<file path="src/rtl/cmd_dec_pkg.sv">
package cmd_dec_pkg;

  localparam int WORD_W = 32;

  localparam logic [3:0] OP_SETCLASS = 4'd0;
  localparam logic [3:0] OP_INCR     = 4'd1;
  localparam logic [3:0] OP_NONINCR  = 4'd2;
  localparam logic [3:0] OP_MASKED   = 4'd3;
  localparam logic [3:0] OP_IMM      = 4'd4;
  localparam logic [3:0] OP_RESTART  = 4'd5;
  localparam logic [3:0] OP_GATHER   = 4'd6;
  localparam logic [3:0] OP_EXTEND   = 4'd14;

  localparam logic [3:0] SUB_ACQUIRE = 4'd0;
  localparam logic [3:0] SUB_RELEASE = 4'd1;

  localparam logic [1:0] EXT_NONE    = 2'd0;
  localparam logic [1:0] EXT_ACQUIRE = 2'd1;
  localparam logic [1:0] EXT_RELEASE = 2'd2;
  localparam logic [1:0] EXT_UNKNOWN = 2'd3;

  // Strobes from control to datapath for one accepted word.
  typedef struct packed {
    logic take;
    logic isHdr;
    logic isLastPay;
    logic trunc;
  } ctrlStrobes_t;

  // Decoded header fields.
  typedef struct packed {
    logic [3:0]  opcode;
    logic [11:0] offset;
    logic [9:0]  classId;
    logic [15:0] mask;
    logic [15:0] count;
    logic [15:0] immData;
    logic [7:0]  lockIdx;
    logic [1:0]  extKind;
    logic        insert;
    logic        gType;
    logic [31:0] restartAddr;
  } hdrFields_t;

endpackage

</file>
<file path="src/rtl/cmd_dec_popcount.sv">
module cmd_dec_popcount #(
  parameter int W = 16,
  localparam int OUT_W = $clog2(W + 1)
) (
  input  logic [W-1:0]     bits,
  output logic [OUT_W-1:0] ones
);
  always_comb begin
    ones = '0;
    for (int i = 0; i < W; i++) begin
      ones = ones + OUT_W'(bits[i]);
    end
  end
endmodule

</file>
<file path="src/rtl/cmd_dec_ctrl.sv">
module cmd_dec_ctrl
  import cmd_dec_pkg::*;
#(
  parameter int CNT_W = 16
) (
  input  logic             clk,
  input  logic             rst,
  input  logic             inValid,
  input  logic             inLast,
  input  logic [CNT_W-1:0] hdrLen,
  output ctrlStrobes_t     strb
);
  logic [CNT_W-1:0] remaining;
  logic             atHeader;
  logic             atFinal;

  assign atHeader = (remaining == '0);
  assign atFinal  = (remaining == CNT_W'(1));

  always_comb begin
    strb.take      = inValid;
    strb.isHdr     = atHeader;
    strb.isLastPay = !atHeader && atFinal;
    if (atHeader) begin
      strb.trunc = inValid && inLast && (hdrLen != '0);
    end else begin
      strb.trunc = inValid && inLast && !atFinal;
    end
  end

  always_ff @(posedge clk) begin
    if (rst) begin
      remaining <= '0;
    end else if (inValid) begin
      if (inLast) begin
        remaining <= '0;
      end else if (atHeader) begin
        remaining <= hdrLen;
      end else begin
        remaining <= remaining - CNT_W'(1);
      end
    end
  end
endmodule

</file>
<file path="src/rtl/cmd_dec_datapath.sv">
module cmd_dec_datapath
  import cmd_dec_pkg::*;
#(
  parameter int CNT_W = 16
) (
  input  logic               clk,
  input  logic               rst,
  input  logic [WORD_W-1:0]  inWord,
  input  ctrlStrobes_t       strb,
  output logic [CNT_W-1:0]   hdrLen,
  output logic               outValid,
  output logic               outIsHeader,
  output logic               outLastPayload,
  output logic               outTruncated,
  output hdrFields_t         outFields,
  output logic [CNT_W-1:0]   outPayloadLen
);
  localparam int SC_MASK_W = 6;
  localparam int MW_MASK_W = 16;
  localparam int SC_PC_W   = $clog2(SC_MASK_W + 1);
  localparam int MW_PC_W   = $clog2(MW_MASK_W + 1);

  logic [3:0]         op;
  logic [SC_PC_W-1:0] scOnes;
  logic [MW_PC_W-1:0] mwOnes;
  hdrFields_t         dec;

  assign op = inWord[31:28];

  cmd_dec_popcount #(.W(SC_MASK_W)) uScPop (
    .bits (inWord[SC_MASK_W-1:0]),
    .ones (scOnes)
  );

  cmd_dec_popcount #(.W(MW_MASK_W)) uMwPop (
    .bits (inWord[MW_MASK_W-1:0]),
    .ones (mwOnes)
  );

  // Payload length per opcode.
  always_comb begin
    unique case (op)
      OP_SETCLASS:         hdrLen = CNT_W'(scOnes);
      OP_INCR, OP_NONINCR: hdrLen = CNT_W'(inWord[15:0]);
      OP_MASKED:           hdrLen = CNT_W'(mwOnes);
      OP_GATHER:           hdrLen = CNT_W'(1);
      default:             hdrLen = '0;
    endcase
  end

  // Field extraction per opcode.
  always_comb begin
    dec        = '0;
    dec.opcode = op;
    unique case (op)
      OP_SETCLASS: begin
        dec.offset  = inWord[27:16];
        dec.classId = inWord[15:6];
        dec.mask    = {10'd0, inWord[5:0]};
      end
      OP_INCR, OP_NONINCR: begin
        dec.offset = inWord[27:16];
        dec.count  = inWord[15:0];
      end
      OP_MASKED: begin
        dec.offset = inWord[27:16];
        dec.mask   = inWord[15:0];
      end
      OP_IMM: begin
        dec.offset  = inWord[27:16];
        dec.immData = inWord[15:0];
      end
      OP_RESTART: begin
        dec.restartAddr = {inWord[27:0], 4'd0};
      end
      OP_GATHER: begin
        dec.offset = inWord[27:16];
        dec.insert = inWord[15];
        dec.gType  = inWord[14];
        dec.count  = {2'd0, inWord[13:0]};
      end
      OP_EXTEND: begin
        if (inWord[27:24] == SUB_ACQUIRE) begin
          dec.extKind = EXT_ACQUIRE;
          dec.lockIdx = inWord[7:0];
        end else if (inWord[27:24] == SUB_RELEASE) begin
          dec.extKind = EXT_RELEASE;
          dec.lockIdx = inWord[7:0];
        end else begin
          dec.extKind = EXT_UNKNOWN;
        end
      end
      default: ;
    endcase
  end

  always_ff @(posedge clk) begin
    if (rst) begin
      outValid       <= 1'b0;
      outIsHeader    <= 1'b0;
      outLastPayload <= 1'b0;
      outTruncated   <= 1'b0;
      outFields      <= '0;
      outPayloadLen  <= '0;
    end else begin
      outValid <= strb.take;
      if (strb.take) begin
        outIsHeader    <= strb.isHdr;
        outLastPayload <= strb.isLastPay;
        outTruncated   <= strb.trunc;
        outFields      <= strb.isHdr ? dec : '0;
        outPayloadLen  <= strb.isHdr ? hdrLen : '0;
      end
    end
  end
endmodule

</file>
<file path="src/rtl/cmd_stream_decoder.sv">
module cmd_stream_decoder
  import cmd_dec_pkg::*;
#(
  parameter int CNT_W = 16
) (
  input  logic             clk,
  input  logic             rst,
  input  logic             inValid,
  input  logic [31:0]      inWord,
  input  logic             inLast,
  output logic             outValid,
  output logic             outIsHeader,
  output logic             outLastPayload,
  output logic             outTruncated,
  output logic [3:0]       outOpcode,
  output logic [11:0]      outOffset,
  output logic [9:0]       outClass,
  output logic [15:0]      outMask,
  output logic [15:0]      outCount,
  output logic [15:0]      outImmData,
  output logic [7:0]       outLockIdx,
  output logic [1:0]       outExtKind,
  output logic             outInsert,
  output logic             outType,
  output logic [31:0]      outRestartAddr,
  output logic [CNT_W-1:0] outPayloadLen
);
  ctrlStrobes_t     strb;
  logic [CNT_W-1:0] hdrLen;
  hdrFields_t       fields;

  cmd_dec_ctrl #(.CNT_W(CNT_W)) uCtrl (
    .clk     (clk),
    .rst     (rst),
    .inValid (inValid),
    .inLast  (inLast),
    .hdrLen  (hdrLen),
    .strb    (strb)
  );

  cmd_dec_datapath #(.CNT_W(CNT_W)) uData (
    .clk            (clk),
    .rst            (rst),
    .inWord         (inWord),
    .strb           (strb),
    .hdrLen         (hdrLen),
    .outValid       (outValid),
    .outIsHeader    (outIsHeader),
    .outLastPayload (outLastPayload),
    .outTruncated   (outTruncated),
    .outFields      (fields),
    .outPayloadLen  (outPayloadLen)
  );

  assign outOpcode      = fields.opcode;
  assign outOffset      = fields.offset;
  assign outClass       = fields.classId;
  assign outMask        = fields.mask;
  assign outCount       = fields.count;
  assign outImmData     = fields.immData;
  assign outLockIdx     = fields.lockIdx;
  assign outExtKind     = fields.extKind;
  assign outInsert      = fields.insert;
  assign outType        = fields.gType;
  assign outRestartAddr = fields.restartAddr;
endmodule

</file>
<file path="config.mk">
export PLATFORM = sky130hd
export DESIGN_NAME = cmd_stream_decoder
export DESIGN_NICKNAME = d
export VERILOG_FILES = /design/src/rtl/cmd_dec_pkg.sv /design/src/rtl/cmd_dec_popcount.sv /design/src/rtl/cmd_dec_ctrl.sv /design/src/rtl/cmd_dec_datapath.sv /design/src/rtl/cmd_stream_decoder.sv
export SDC_FILE = /design/constraint.sdc
export NUM_CORES = 1
export LEC_CHECK = 0
export BUFFER_PORTS_ARGS = -buffer_cell sky130_fd_sc_hd__buf_2
export CELL_PAD_IN_SITES_DETAIL_PLACEMENT = 1
export CELL_PAD_IN_SITES_GLOBAL_PLACEMENT = 2
export CORE_MARGIN = 4
export CORE_UTILIZATION = 36
export CTS_BUF_LIST = sky130_fd_sc_hd__clkbuf_2 sky130_fd_sc_hd__clkbuf_4 sky130_fd_sc_hd__clkbuf_8
export CTS_CLUSTER_DIAMETER = 100
export DETAILED_ROUTE_END_ITERATION = 8
export PLACE_DENSITY_LB_ADDON = 0.1
export SETUP_SLACK_MARGIN = 0.5
export SKIP_CTS_REPAIR_TIMING = 1
export SLEW_MARGIN = 20
export SYNTH_ARGS = -nofsm -noshare
export SYNTH_HDL_FRONTEND = slang
export SYNTH_SLANG_ARGS = --single-unit
</file>
<file path="constraint.sdc">
create_clock -name clk -period 6.6 [get_ports clk]
set_input_delay 0.33 -clock clk [delete_from_list [all_inputs] [get_ports clk]]
set_output_delay 0.33 -clock clk [all_outputs]
set_load 0.02 [all_outputs]
</file>
# After elaboration in Yosys (flattened, before gate mapping)
# Index checks and enable logic that the tools add are counted.
[classes]
n_addsub = 21
mux = 17
eq_ne = 9
reduce_logical = 12
[ops]
columns = ["op", "count"]
rows = [
  ["$mux W118", 1],
  ["$mux W16", 4],
  ["$pmux W16 S2", 2],
  ["$pmux W16 S4", 1],
  ["$add A5 B1 Y5", 11],
  ["$mux W32", 1],
  ["$mux W10", 3],
  ["$eq A16 B1 Y1 const B", 1],
  ["$logic_not A16 Y1", 1],
  ["$reduce_bool A16 Y1", 1],
  ["$sub A16 B1 Y16 const B", 1],
  ["$eq A4 B3 Y1 const B", 3],
  ["$mux W12", 1],
  ["$add A3 B1 Y3", 3],
  ["$eq A4 B1 Y1 const B", 2],
  ["$eq A4 B2 Y1 const B", 2],
  ["$logic_not A4 Y1", 2],
  ["$mux W8", 1],
  ["$add A2 B1 Y3", 2],
  ["$reduce_or A6 Y1", 1],
  ["$add A4 B1 Y5", 1],
  ["$add A1 B1 Y2", 2],
  ["$add A3 B1 Y4", 1],
  ["$eq A4 B4 Y1 const B", 1],
  ["other kinds (5)", 10],
]
[totals]
elab_cells = 76
reg_bits = 154
input_bits = 36
output_inout_bits = 138

# Logic depth before layout (Yosys ltp)
# Gate-level depths: netlist of run 1.
[depth]
word_depth = 19
depth_mapped = 15
mapped_depth_nobuf = 14

# By module
# A second synthesis of run 1 with hierarchy kept.
[hier_totals]
hier_cells = 855
area_unflattened_um2 = 7213.2
[modules_own_cells]
columns = ["mod", "instances", "seq_area_each_um2", "cells_each", "area_each_um2"]
rows = [
  ["cmd_dec_datapath", 1, 2682.6, 646, 5484.0],
  ["cmd_dec_ctrl", 1, 320.3, 157, 1251.2],
  ["cmd_dec_popcount at uData.uMwPop", 1, 0.0, 43, 386.6],
  ["cmd_dec_popcount at uData.uScPop", 1, 0.0, 9, 91.3],
]

# Worst setup path before layout of run 1
# OpenSTA, ideal clock, no wires.
[synth_path]
path_kind = "input port to flip-flop"
start = "input port inWord[5]"
end = "register uData.outTruncated"
required_ns = 6.477
path_buffers = 1
arrival_ns = 4.223
setup_ns = 0.123
path_stages = 14
slack_ns = 2.254
cell_sequence = "clkbuf_1 inv_1 fa_1 fa_1 fa_1 fa_1 inv_1 ha_1 fa_1 xor2_1 a222oi_1 o2111ai_1 nor4_1 o21ai_0"
[synth_between]
elab_chain_len = 15
elab_cells_between_ends = 16
cone_classes = "12 x add/sub; 2 x mux; 2 x reduce/logical"
[synth_lines]
columns = ["element", "line", "source"]
rows = [
  ["start: declaration", "cmd_stream_decoder.sv:9", "input logic [31:0] inWord,"],
  ["$add A5 B1 Y5 (11 in a row)", "cmd_dec_popcount.sv:11", "ones = ones + OUT_W'(bits[i]);"],
  ["$pmux W16 S4 (*)", "cmd_dec_datapath.sv:42", "unique case (op)"],
  ["$reduce_bool A16 Y1 (*)", "cmd_dec_ctrl.sv:25", "strb.trunc = inValid && inLast && (hdrLen != '0);"],
  ["$logic_and A1 B1 Y1 (*)", "cmd_dec_ctrl.sv:25", ""],
  ["$mux W1 (*)", "cmd_dec_ctrl.sv:24", "if (atHeader) begin"],
  ["end signal: assignment", "cmd_dec_datapath.sv:110", "outTruncated <= strb.trunc;"],
  ["end: declaration", "cmd_dec_datapath.sv:14", "output logic outTruncated,"],
]
# Mark *: on every way between the ends. The rest lies on a longest branch, timed or not.
# A chain may end at the register's enable or synchronous reset.

# Worst setup path in the final report of run 1
# Ends and elaborated chain as after synthesis.

==> flow_summary.json, run 1 <==
{
  "insertion_delay_ns": 0.46,
  "synth-seq-area-share": 0.487,
  "gr-total-overflow": 0,
  "rsz0062_at_grt": "no",
  "clock_skew_ns": 0.0129,
  "synth.avg_cell_area_um2": 10.3,
  "ys_warn_count": 0,
  "drt_iter0_drc": 335,
  "rrSetupSlack_ns": 3.34,
  "wl_um": 20900,
  "worstSetupPathType": "input pin to register",
  "drive_gt1_frac": 0.299,
  "boundaryPins": 174,
  "crit_path_max_incr_delay_ns": 0.60,
  "grt_pass1_vias": 5491,
  "end_kind": "register",
  "die_h_um": 139,
  "path_common_cell": "fa_1",
  "r2r_start": "uCtrl.remaining[4]",
  "hold_class": "input pin to register",
  "die_w_um": 139,
  "finalCriticalPeriod_ns": 4.26,
  "tns_ns": 0,
  "drt_pre_antenna_iters": 5,
  "grt_start_max_net_pins": 110,
  "yosys.area.top_type": "dfxtp_1",
  "synthFlopType": "dfxtp_1",
  "crit_end": "uData.outTruncated",
  "stdcell_area_mm2": 0.00743,
  "die-area_mm2": 0.0193,
  "area_growth_pct": 20.5,
  "synth_cell_types": 59,
  "arrival_ns": 4.60,
  "final_cells": 965,
  "synthArstFlopShare": 0,
  "maxSlewHeadroom": 0.310,
  "clock_path_buffers": 2,
  "r2r_cells": 6,
  "dp.cells": 933,
  "portBuffers": 169,
  "cts_tree": "yes",
  "dp_hpwl_um": 15100,
  "globalplace.congestion": 0.823,
  "startpoint_type": "input pin",
  "crit_fanout": 9,
  "netlist_area_mm2": 0.00616,
  "htreeDepth": 4,
  "antenna_found_initial": 0,
  "drc_errors": 0,
  "slowest_stage": "fa_1",
  "p_leak_uw": 0.00337,
  "drv_cap": 0,
  "coreArea_mm2": 0.0167,
  "grt_pass1_wl_um": 32700,
  "finalCritPeriodShare": 0.645,
  "placed_area_mm2": 0.00705,
  "fp-row-count": 47,
  "syn_inst": 596,
  "cts.reportedPaths.clkPinSlew_ns": 0.10,
  "crit_required_ns": 6.95,
  "power_density_mw_per_mm2": 375,
  "cp_cell_sequence": "buf_2 -> inv_1 -> fa_1 -> fa_1 -> fa_1 -> fa_1 -> inv_1 -> ha_1 -> fa_1 -> xor2_1 -> a222oi_1 -> o2111ai_1 -> nor4_1 -> o21ai_0",
  "vias_per_cell": 5.54,
  "ant_nets": 0,
  "tightest_slew_ns": 1.03,
  "start_util": 0.369,
  "ys_top_cells_by_area": "dfxtp_1, a22o_1, fa_1",
  "synth_seq_cells": 150,
  "n_antenna_cell": 0,
  "ir_worst_vdd_v": 0.000254,
  "cts-root-buf": "clkbuf_8",
  "setup_viol": 0,
  "num_vias": 5342,
  "max_freq_mhz": 235,
  "r2r-end": "uData.outFields[89]",
  "cts_inserted_buffers": 17,
  "slew_violations": 0,
  "grt_use_total": 0.214,
  "startpoint": "inWord[5]",
  "nNetsFinal": 788,
  "outcome": "complete, no violations",
  "synth_edf_count": 0,
  "finalHoldViolCount": 0,
  "wire_per_inst_um": 21.6,
  "synth_top_area_share": 0.487,
  "clock-sinks": 150
}
registers in the layout, indices dropped and copies added (netlist names):
name / count
uCtrl.remaining: 16
uData.outTruncated: 1
uData.outValid: 1
uData.outPayloadLen: 16
uData.outLastPayload: 1
uData.outFields: 114
uData.outIsHeader: 1
logic make-up (layout without fill, tap and decap cells):
logic type | after synthesis | count (layout) | share of synthesized area
AO/OA/AOI/OAI | 189 | 189 | 0.247
XOR/XNOR | 4 | 4 | 0.00569
adder cells (fa/ha/maj) | 20 | 20 | 0.0552
buffers and inverters | 89 | 235 | 0.0644
flip-flops | 150 | 150 | 0.487
multiplexers | 7 | 7 | 0.0120
other | 1 | 4 | 0.000609
AND/OR/NAND/NOR | 136 | 136 | 0.128
worst max-delay path, delay by kind of cell:
kind | cells | cell delay (ns)
buffers and inverters | 3 | 0.38
XOR/XNOR | 1 | 0.16
AND/OR/NAND/NOR | 1 | 0.35
adder cells (fa/ha/maj) | 6 | 2.69
AO/OA/AOI/OAI | 3 | 0.70
through the flow:
step	power [uW]	util	hold slack (ns)	worst slack, ns
3_5_place_dp	2130	0.422	0.449	1.87
6_report	2790	0.445	0.0990	2.34
5_1_grt	2970	0.445	0.0763	2.22
2_1_floorplan	1880	-	0.456	2.25
4_1_cts	2810	0.445	0.0696	2.37
3_3_place_gp	2100	0.422	0.437	2.11
worst min-delay path by stage:
stage	cells after the start	to	startpoint	slack [ns]
2_1_floorplan	1	uData.outFields[102]	inWord[16]	0.46
3_3_place_gp	2	uData.outFields[32]	uData.outFields[32]	0.44
3_5_place_dp	2	uData.outFields[18]	uData.outFields[18]	0.45
4_1_cts	2	uData.outFields[105]	inWord[19]	0.07
5_1_grt	2	uData.outFields[23]	inWord[19]	0.08
6_report	2	uData.outFields[105]	inWord[19]	0.1
cell usage after synthesis (all sizes together), types with 2 or more instances:
master   instances
nand3           25
mux2i            4
and3             4
o22ai            6
o2111ai          3
and2             2
a2111oi          2
dfxtp          150
a41oi            2
o31ai            6
a21oi           20
ha               8
inv             31
a31oi            6
clkbuf          32
nand2b          17
mux2             3
or2              2
buf             26
nand2           30
fa              12
nor2            21
a21o             4
nor3             7
nor4            10
o21ai           15
nor3b            2
a22o           114
nand4            9
xor2             3
cells in the final DEF (no fill, tap or decap), drive strengths merged, types with 7 or more instances in the layout:
master and count:
buf 172, nand4 9, nand2b 17, nand2 30
ha 8, inv 36, nor4 10, clkbuf 17
a22o 114, fa 12, clkinv 9, dfxtp 150
nor3 7, nand3 25, o21ai 15, nor2 21
a21oi 20
report_power, final:
group	switching [uW]	total (uW)	internal (uW)
logic	706	1070	369
registers	63.9	1040	977
clock network	396	672	275
total	1170	2790	1620
final cells by class:
type                            instances  area (um2)
Timing Repair Buffer                  172         872
Clock inverter                         15         144
Clock buffer                           17         234
Fill cell                            1955        9270
Inverter                               31         116
Multi-Input combinational cell        360        2780
Sequential cell                       150        3000
Tap cell                              220         275
routing by layer:
metal  vias to the layer above  global-route usage  routed length [um]
met5                         -                   0                   0
met4                         0              0.0463                 223
met3                        18              0.0490                1030
met2                       164               0.360               10100
met1                      2696               0.281                9550
li1                       2464                   -                   -
Power figures use the tool's default switching activity.
==> run 2: changes to the inputs <==
Settings changed: CORE_UTILIZATION 36 to 30.
Clock period 6.6 ns to 3.8 ns, I/O delays scaled along.
==> run 2 against run 1 <==
  * Non-clock buffer count is 37 higher
  * Combinational power is 95% higher
  * Cell count is 9.1% higher
  * Via count is 1.5% higher
  * Worst setup slack worse by 2.3 ns
  * Worst hold slack worse by 0.054 ns
  * Flip-flop and latch count stayed put
==> flow_summary.json, run 2 (same netlist as run 1, synthesis figures left out) <==
{
  "final_cell_mix": "buf_2, dfxtp_1, a22o_1, nand2_1, buf_4",
  "placed_area_mm2": 0.00733,
  "drt_iter0_drc": 282,
  "arrival_ns": 4.09,
  "grt_use_met3": 0.0341,
  "portBuffers": 169,
  "finalCriticalPeriod_ns": 3.73,
  "hold_class": "input pin to register",
  "finalPower_uw": 5100,
  "drive_gt1_frac": 0.345,
  "clock_path_buffers": 2,
  "die_h_um": 151,
  "cts_tree": "yes",
  "cts.reportedPaths.clkPinSlew_ns": 0.10,
  "setup_viol": 0,
  "worstSetupPathType": "input pin to register",
  "p_leak_uw": 0.00356,
  "power_frac_comb": 0.410,
  "max_freq_mhz": 268,
  "finalHoldViolCount": 0,
  "power_density_mw_per_mm2": 644,
  "fp-row-count": 52,
  "nNetsFinal": 825,
  "globalplace.congestion": 0.819,
  "switching_share": 0.420,
  "htreeDepth": 4,
  "rsz0062_at_grt": "yes",
  "holdWs_ns": 0.0448,
  "grt_pass1_vias": 5453,
  "die_w_um": 151,
  "slew_violations": 0,
  "start_util": 0.305,
  "gr-total-overflow": 0,
  "crit_required_ns": 4.16,
  "ant_nets": 0,
  "pwr-share-seq": 0.355,
  "clock-sinks": 150,
  "drt_pre_antenna_iters": 4,
  "startpoint_type": "input pin",
  "end_kind": "register",
  "dp.cells": 1010,
  "vias_per_cell": 5.15,
  "grt_util_met1": 0.253,
  "globalRoute.busiestLayer": "met2",
  "wl_um": 22200,
  "outcome": "complete, no violations",
  "grt_use_total": 0.190,
  "ir_worst_vdd_v": 0.000384,
  "maxSlewHeadroom": 0.411,
  "wire_per_inst_um": 21.1,
  "grt_pass1_wl_um": 33100,
  "grt_use_met2": 0.316,
  "insertion_delay_ns": 0.46,
  "largestRegisters": "uData.outFields (114), uCtrl.remaining (16), uData.outPayloadLen (16)",
  "clock_skew_ns": 0.0192,
  "top_register": "uData.outFields",
  "boundaryPins": 174,
  "crit_fanout": 2,
  "final_common_cell": "buf_2",
  "num_vias": 5423,
  "finalCritPeriodShare": 0.982,
  "die-area_mm2": 0.0229,
  "cts-root-buf": "clkbuf_8",
  "cts_inserted_buffers": 17,
  "dp_hpwl_um": 15900,
  "antenna_found_initial": 1,
  "area_growth_pct": 28.4,
  "drv_cap": 0,
  "largest_reg_flops": 114,
  "rrSetupSlack_ns": 0.89,
  "internal-power_uw": 2960,
  "grt_start_max_net_pins": 104,
  "netSwitchingPower_uw": 2140,
  "drc_errors": 0,
  "tightest_slew_ns": 0.872,
  "coreArea_mm2": 0.0202,
  "final_cells": 1053,
  "tns_ns": 0,
  "stdcell_area_mm2": 0.00792,
  "clkPwrFrac": 0.234
}
## run 2: critical path: stages
cell	delay [ns]
buf_6	0.10
fa_1	0.58
inv_2	0.06
fa_1	0.51
fa_1	0.43
fa_1	0.51
inv_2	0.05
ha_4	0.16
fa_2	0.36
xor2_1	0.16
a222oi_1	0.40
o2111ai_1	0.20
nor4_2	0.31
o21ai_1	0.08
## run 2: layout make-up
cell class                      instances  area, um2
Sequential cell                       150       3000
Antenna cell                            1       2.50
Fill cell                            2337      12300
Inverter                               31        121
Multi-Input combinational cell        360       2880
Tap cell                              270        338
Timing Repair Buffer                  209       1190
Clock inverter                         15        145
Clock buffer                           17        234
## run 2: path summary, 6_finish.rpt
path	startpoint	to	cells past startpoint
worst max-delay path	inWord[0]	uData.outTruncated	14
worst min-delay path	inWord[26]	uData.outFields[112]	2
worst max register to register	uCtrl.remaining[4]	uData.outFields[32]	6
worst min register to register	uData.outFields[58]	uData.outFields[58]	2
## run 2: stage by stage
stage                     setup slack (ns)  utilization
after detailed placement            -0.452        0.362
after global routing                -0.112        0.391
after floorplan                    -0.0430            -
after global placement              -0.323        0.362
final                               0.0669        0.391
after CTS                           0.0696        0.381
## run 2: routing by layer
metal  up-vias  share of wire
met1      2746           0.47
met4         0          0.011
li1       2526              -
met2       135           0.48
met5         -              0
met3        16          0.039
## run 2: power by group through the flow
stage / Sequential (uW) / Clock [uW] / Combinational, uW
after floorplan: 1910 / 0 / 1380
after global placement: 1840 / 0 / 1930
after detailed placement: 1850 / 0 / 1970
after CTS: 1810 / 1240 / 1970
after global routing: 1830 / 1300 / 2290
final: 1810 / 1190 / 2090
==> run 3: changes to the inputs <==
Settings changed: BUFFER_PORTS_ARGS -buffer_cell sky130_fd_sc_hd__buf_2 to -buffer_cell sky130_fd_sc_hd__clkbuf_2.
==> run 3 against run 2 <==
  * Flip-flop and latch count unchanged
  * Clock-buffer cell count increased by 1
  * First-iteration DRC count is 20% lower
  * Global-route usage is 0.54 points higher
  * Worst hold slack improved by 0.017 ns
  * Critical endpoint unchanged
  * Power grew 4.4%
  * Non-clock buffer count grew 6
  * Core utilization up 0.69 points
  * Clock power increased by 13%
==> flow_summary.json, run 3 (same netlist as run 1, synthesis figures left out) <==
{
  "portBuffers": 169,
  "outcome": "complete, no violations",
  "start_util": 0.305,
  "coreArea_mm2": 0.0202,
  "stdcell_area_mm2": 0.00806,
  "internal-power_uw": 3200,
  "largestRegisters": "uData.outFields (114), uCtrl.remaining (16), uData.outPayloadLen (16)",
  "cp_cell_sequence": "buf_6 -> fa_1 -> inv_2 -> fa_1 -> fa_1 -> fa_1 -> inv_1 -> ha_2 -> fa_2 -> xor2_1 -> a222oi_1 -> buf_4 -> o2111ai_4 -> nor4_2 -> o21ai_1",
  "grt_start_max_net_pins": 54,
  "finalCritPeriodShare": 0.992,
  "placed_area_mm2": 0.00737,
  "crit_buf_inv": 4,
  "largest_reg_flops": 114,
  "ir_worst_vdd_v": 0.000373,
  "min_from": "inWord[27]",
  "max_freq_mhz": 265,
  "holdPathStages": 2,
  "switching_share": 0.399,
  "grt_use_total": 0.196,
  "cts-root-buf": "clkbuf_8",
  "clock_path_buffers": 2,
  "ant_nets": 0,
  "worstSetupPathType": "input pin to register",
  "vias_per_cell": 5.12,
  "area_growth_pct": 30.7,
  "nNetsFinal": 831,
  "antenna_found_initial": 0,
  "die_h_um": 151,
  "r2r_cells": 5,
  "p_leak_uw": 0.00350,
  "pre_cts_ws_ns": -0.455,
  "tightest_slew_ns": 0.901,
  "arrival_ns": 4.11,
  "hold_class": "input pin to register",
  "drive_gt1_frac": 0.357,
  "grt_pass1_vias": 5594,
  "drc_errors": 0,
  "cts_tree": "yes",
  "setup_ws_ns": 0.0306,
  "r2r-end": "uData.outFields[108]",
  "die-area_mm2": 0.0229,
  "slew_violations": 0,
  "startpoint_type": "input pin",
  "wire_per_inst_um": 21.1,
  "rrSetupSlack_ns": 1.09,
  "drt_iter0_drc": 227,
  "setup_viol": 0,
  "cts_inserted_buffers": 17,
  "n_antenna_cell": 0,
  "clock_skew_ns": 0.0190,
  "power_density_mw_per_mm2": 661,
  "crit_required_ns": 4.14,
  "gr-total-overflow": 0,
  "end_kind": "register",
  "insertion_delay_ns": 0.45,
  "path_common_cell": "fa_1",
  "crit_path_max_incr_delay_ns": 0.57,
  "drt_pre_antenna_iters": 5,
  "htreeDepth": 4,
  "globalplace.congestion": 0.763,
  "num_vias": 5421,
  "fp-row-count": 52,
  "clkPwrFrac": 0.254,
  "finalCriticalPeriod_ns": 3.77,
  "crit_fanout": 2,
  "final_common_cell": "clkbuf_2",
  "final_cell_mix": "clkbuf_2, dfxtp_1, a22o_1, buf_4, nand2_1",
  "netSwitchingPower_uw": 2120,
  "die_w_um": 151,
  "path_delay_family": "adder cells",
  "grt_pass1_wl_um": 33900,
  "power_frac_comb": 0.406,
  "top_register": "uData.outFields",
  "wl_um": 22300,
  "clock-sinks": 150,
  "pwr-share-seq": 0.340,
  "slowest_stage": "fa_1",
  "dp_hpwl_um": 16100,
  "rsz0062_at_grt": "yes",
  "cts.reportedPaths.clkPinSlew_ns": 0.09,
  "maxSlewHeadroom": 0.399,
  "drv_cap": 0,
  "finalHoldViolCount": 0,
  "boundaryPins": 174,
  "min_to": "uData.outFields[31]",
  "r2r_start": "uCtrl.remaining[11]"
}
run 3: cell count changes in the layout (fill, tap and decap cells not counted), sizes merged:
cell and delta:
inv +1, diode -1, clkinvlp +1, buf -162
clkbuf +169, clkinv -6, bufinv +3
run 3: per-stage QoR:
| stage | cells | utilization | setup TNS (ns) | hold WS (ns) | total power [uW] |
|---|---|---|---|---|---|
| after detailed placement | 1014 | 0.364 | -1.51 | 0.429 | 3850 |
| after CTS | 1046 | 0.386 | 0 | -0.0601 | 5220 |
| after floorplan | 599 | - | -0.0430 | 0.316 | 3280 |
| after global placement | 1014 | 0.364 | -1.03 | 0.421 | 3810 |
| final | 1058 | 0.398 | 0 | 0.0621 | 5320 |
| after global routing | 1058 | 0.398 | -0.0650 | 0.0447 | 5680 |
run 3: power groups by stage:
stage	logic, uW	clock network [uW]	registers (uW)
3_5_place_dp	2000	0	1850
5_1_grt	2380	1470	1830
4_1_cts	2020	1400	1810
6_report	2160	1350	1810
2_1_floorplan	1380	0	1910
3_3_place_gp	1960	0	1840
run 3: final cells by class:
cell class	instances	area, um2
Fill cell	2304	12200
Sequential cell	150	3000
Multi-Input combinational cell	360	2910
Timing Repair Buffer	215	1260
Tap cell	270	338
Clock buffer	18	241
Clock inverter	14	188
Inverter	31	121
run 3: routing by layer:
metal / vias up / part of all wire / global-route usage / routed length, um
met3: 18 / 0.050 / 0.0362 / 1120
met2: 137 / 0.49 / 0.332 / 11000
met5: - / 0 / 0 / 0
met4: 0 / 0.013 / 0.0589 / 295
met1: 2725 / 0.44 / 0.252 / 9870
li1: 2541 / - / - / -
run 3: worst max path at each step:
| stage | startpoint | end | slack, ns | depth (start not counted) |
|---|---|---|---|---|
| 6_report | inWord[3] | uData.outTruncated | 0.03 | 15 |
| 5_1_grt | inWord[3] | uData.outTruncated | -0.06 | 15 |
| 4_1_cts | inWord[15] | uData.outTruncated | 0.03 | 14 |
| 3_5_place_dp | inWord[0] | uData.outTruncated | -0.46 | 14 |
| 3_3_place_gp | inWord[15] | uData.outTruncated | -0.34 | 14 |
| 2_1_floorplan | inWord[9] | uData.outTruncated | -0.04 | 14 |
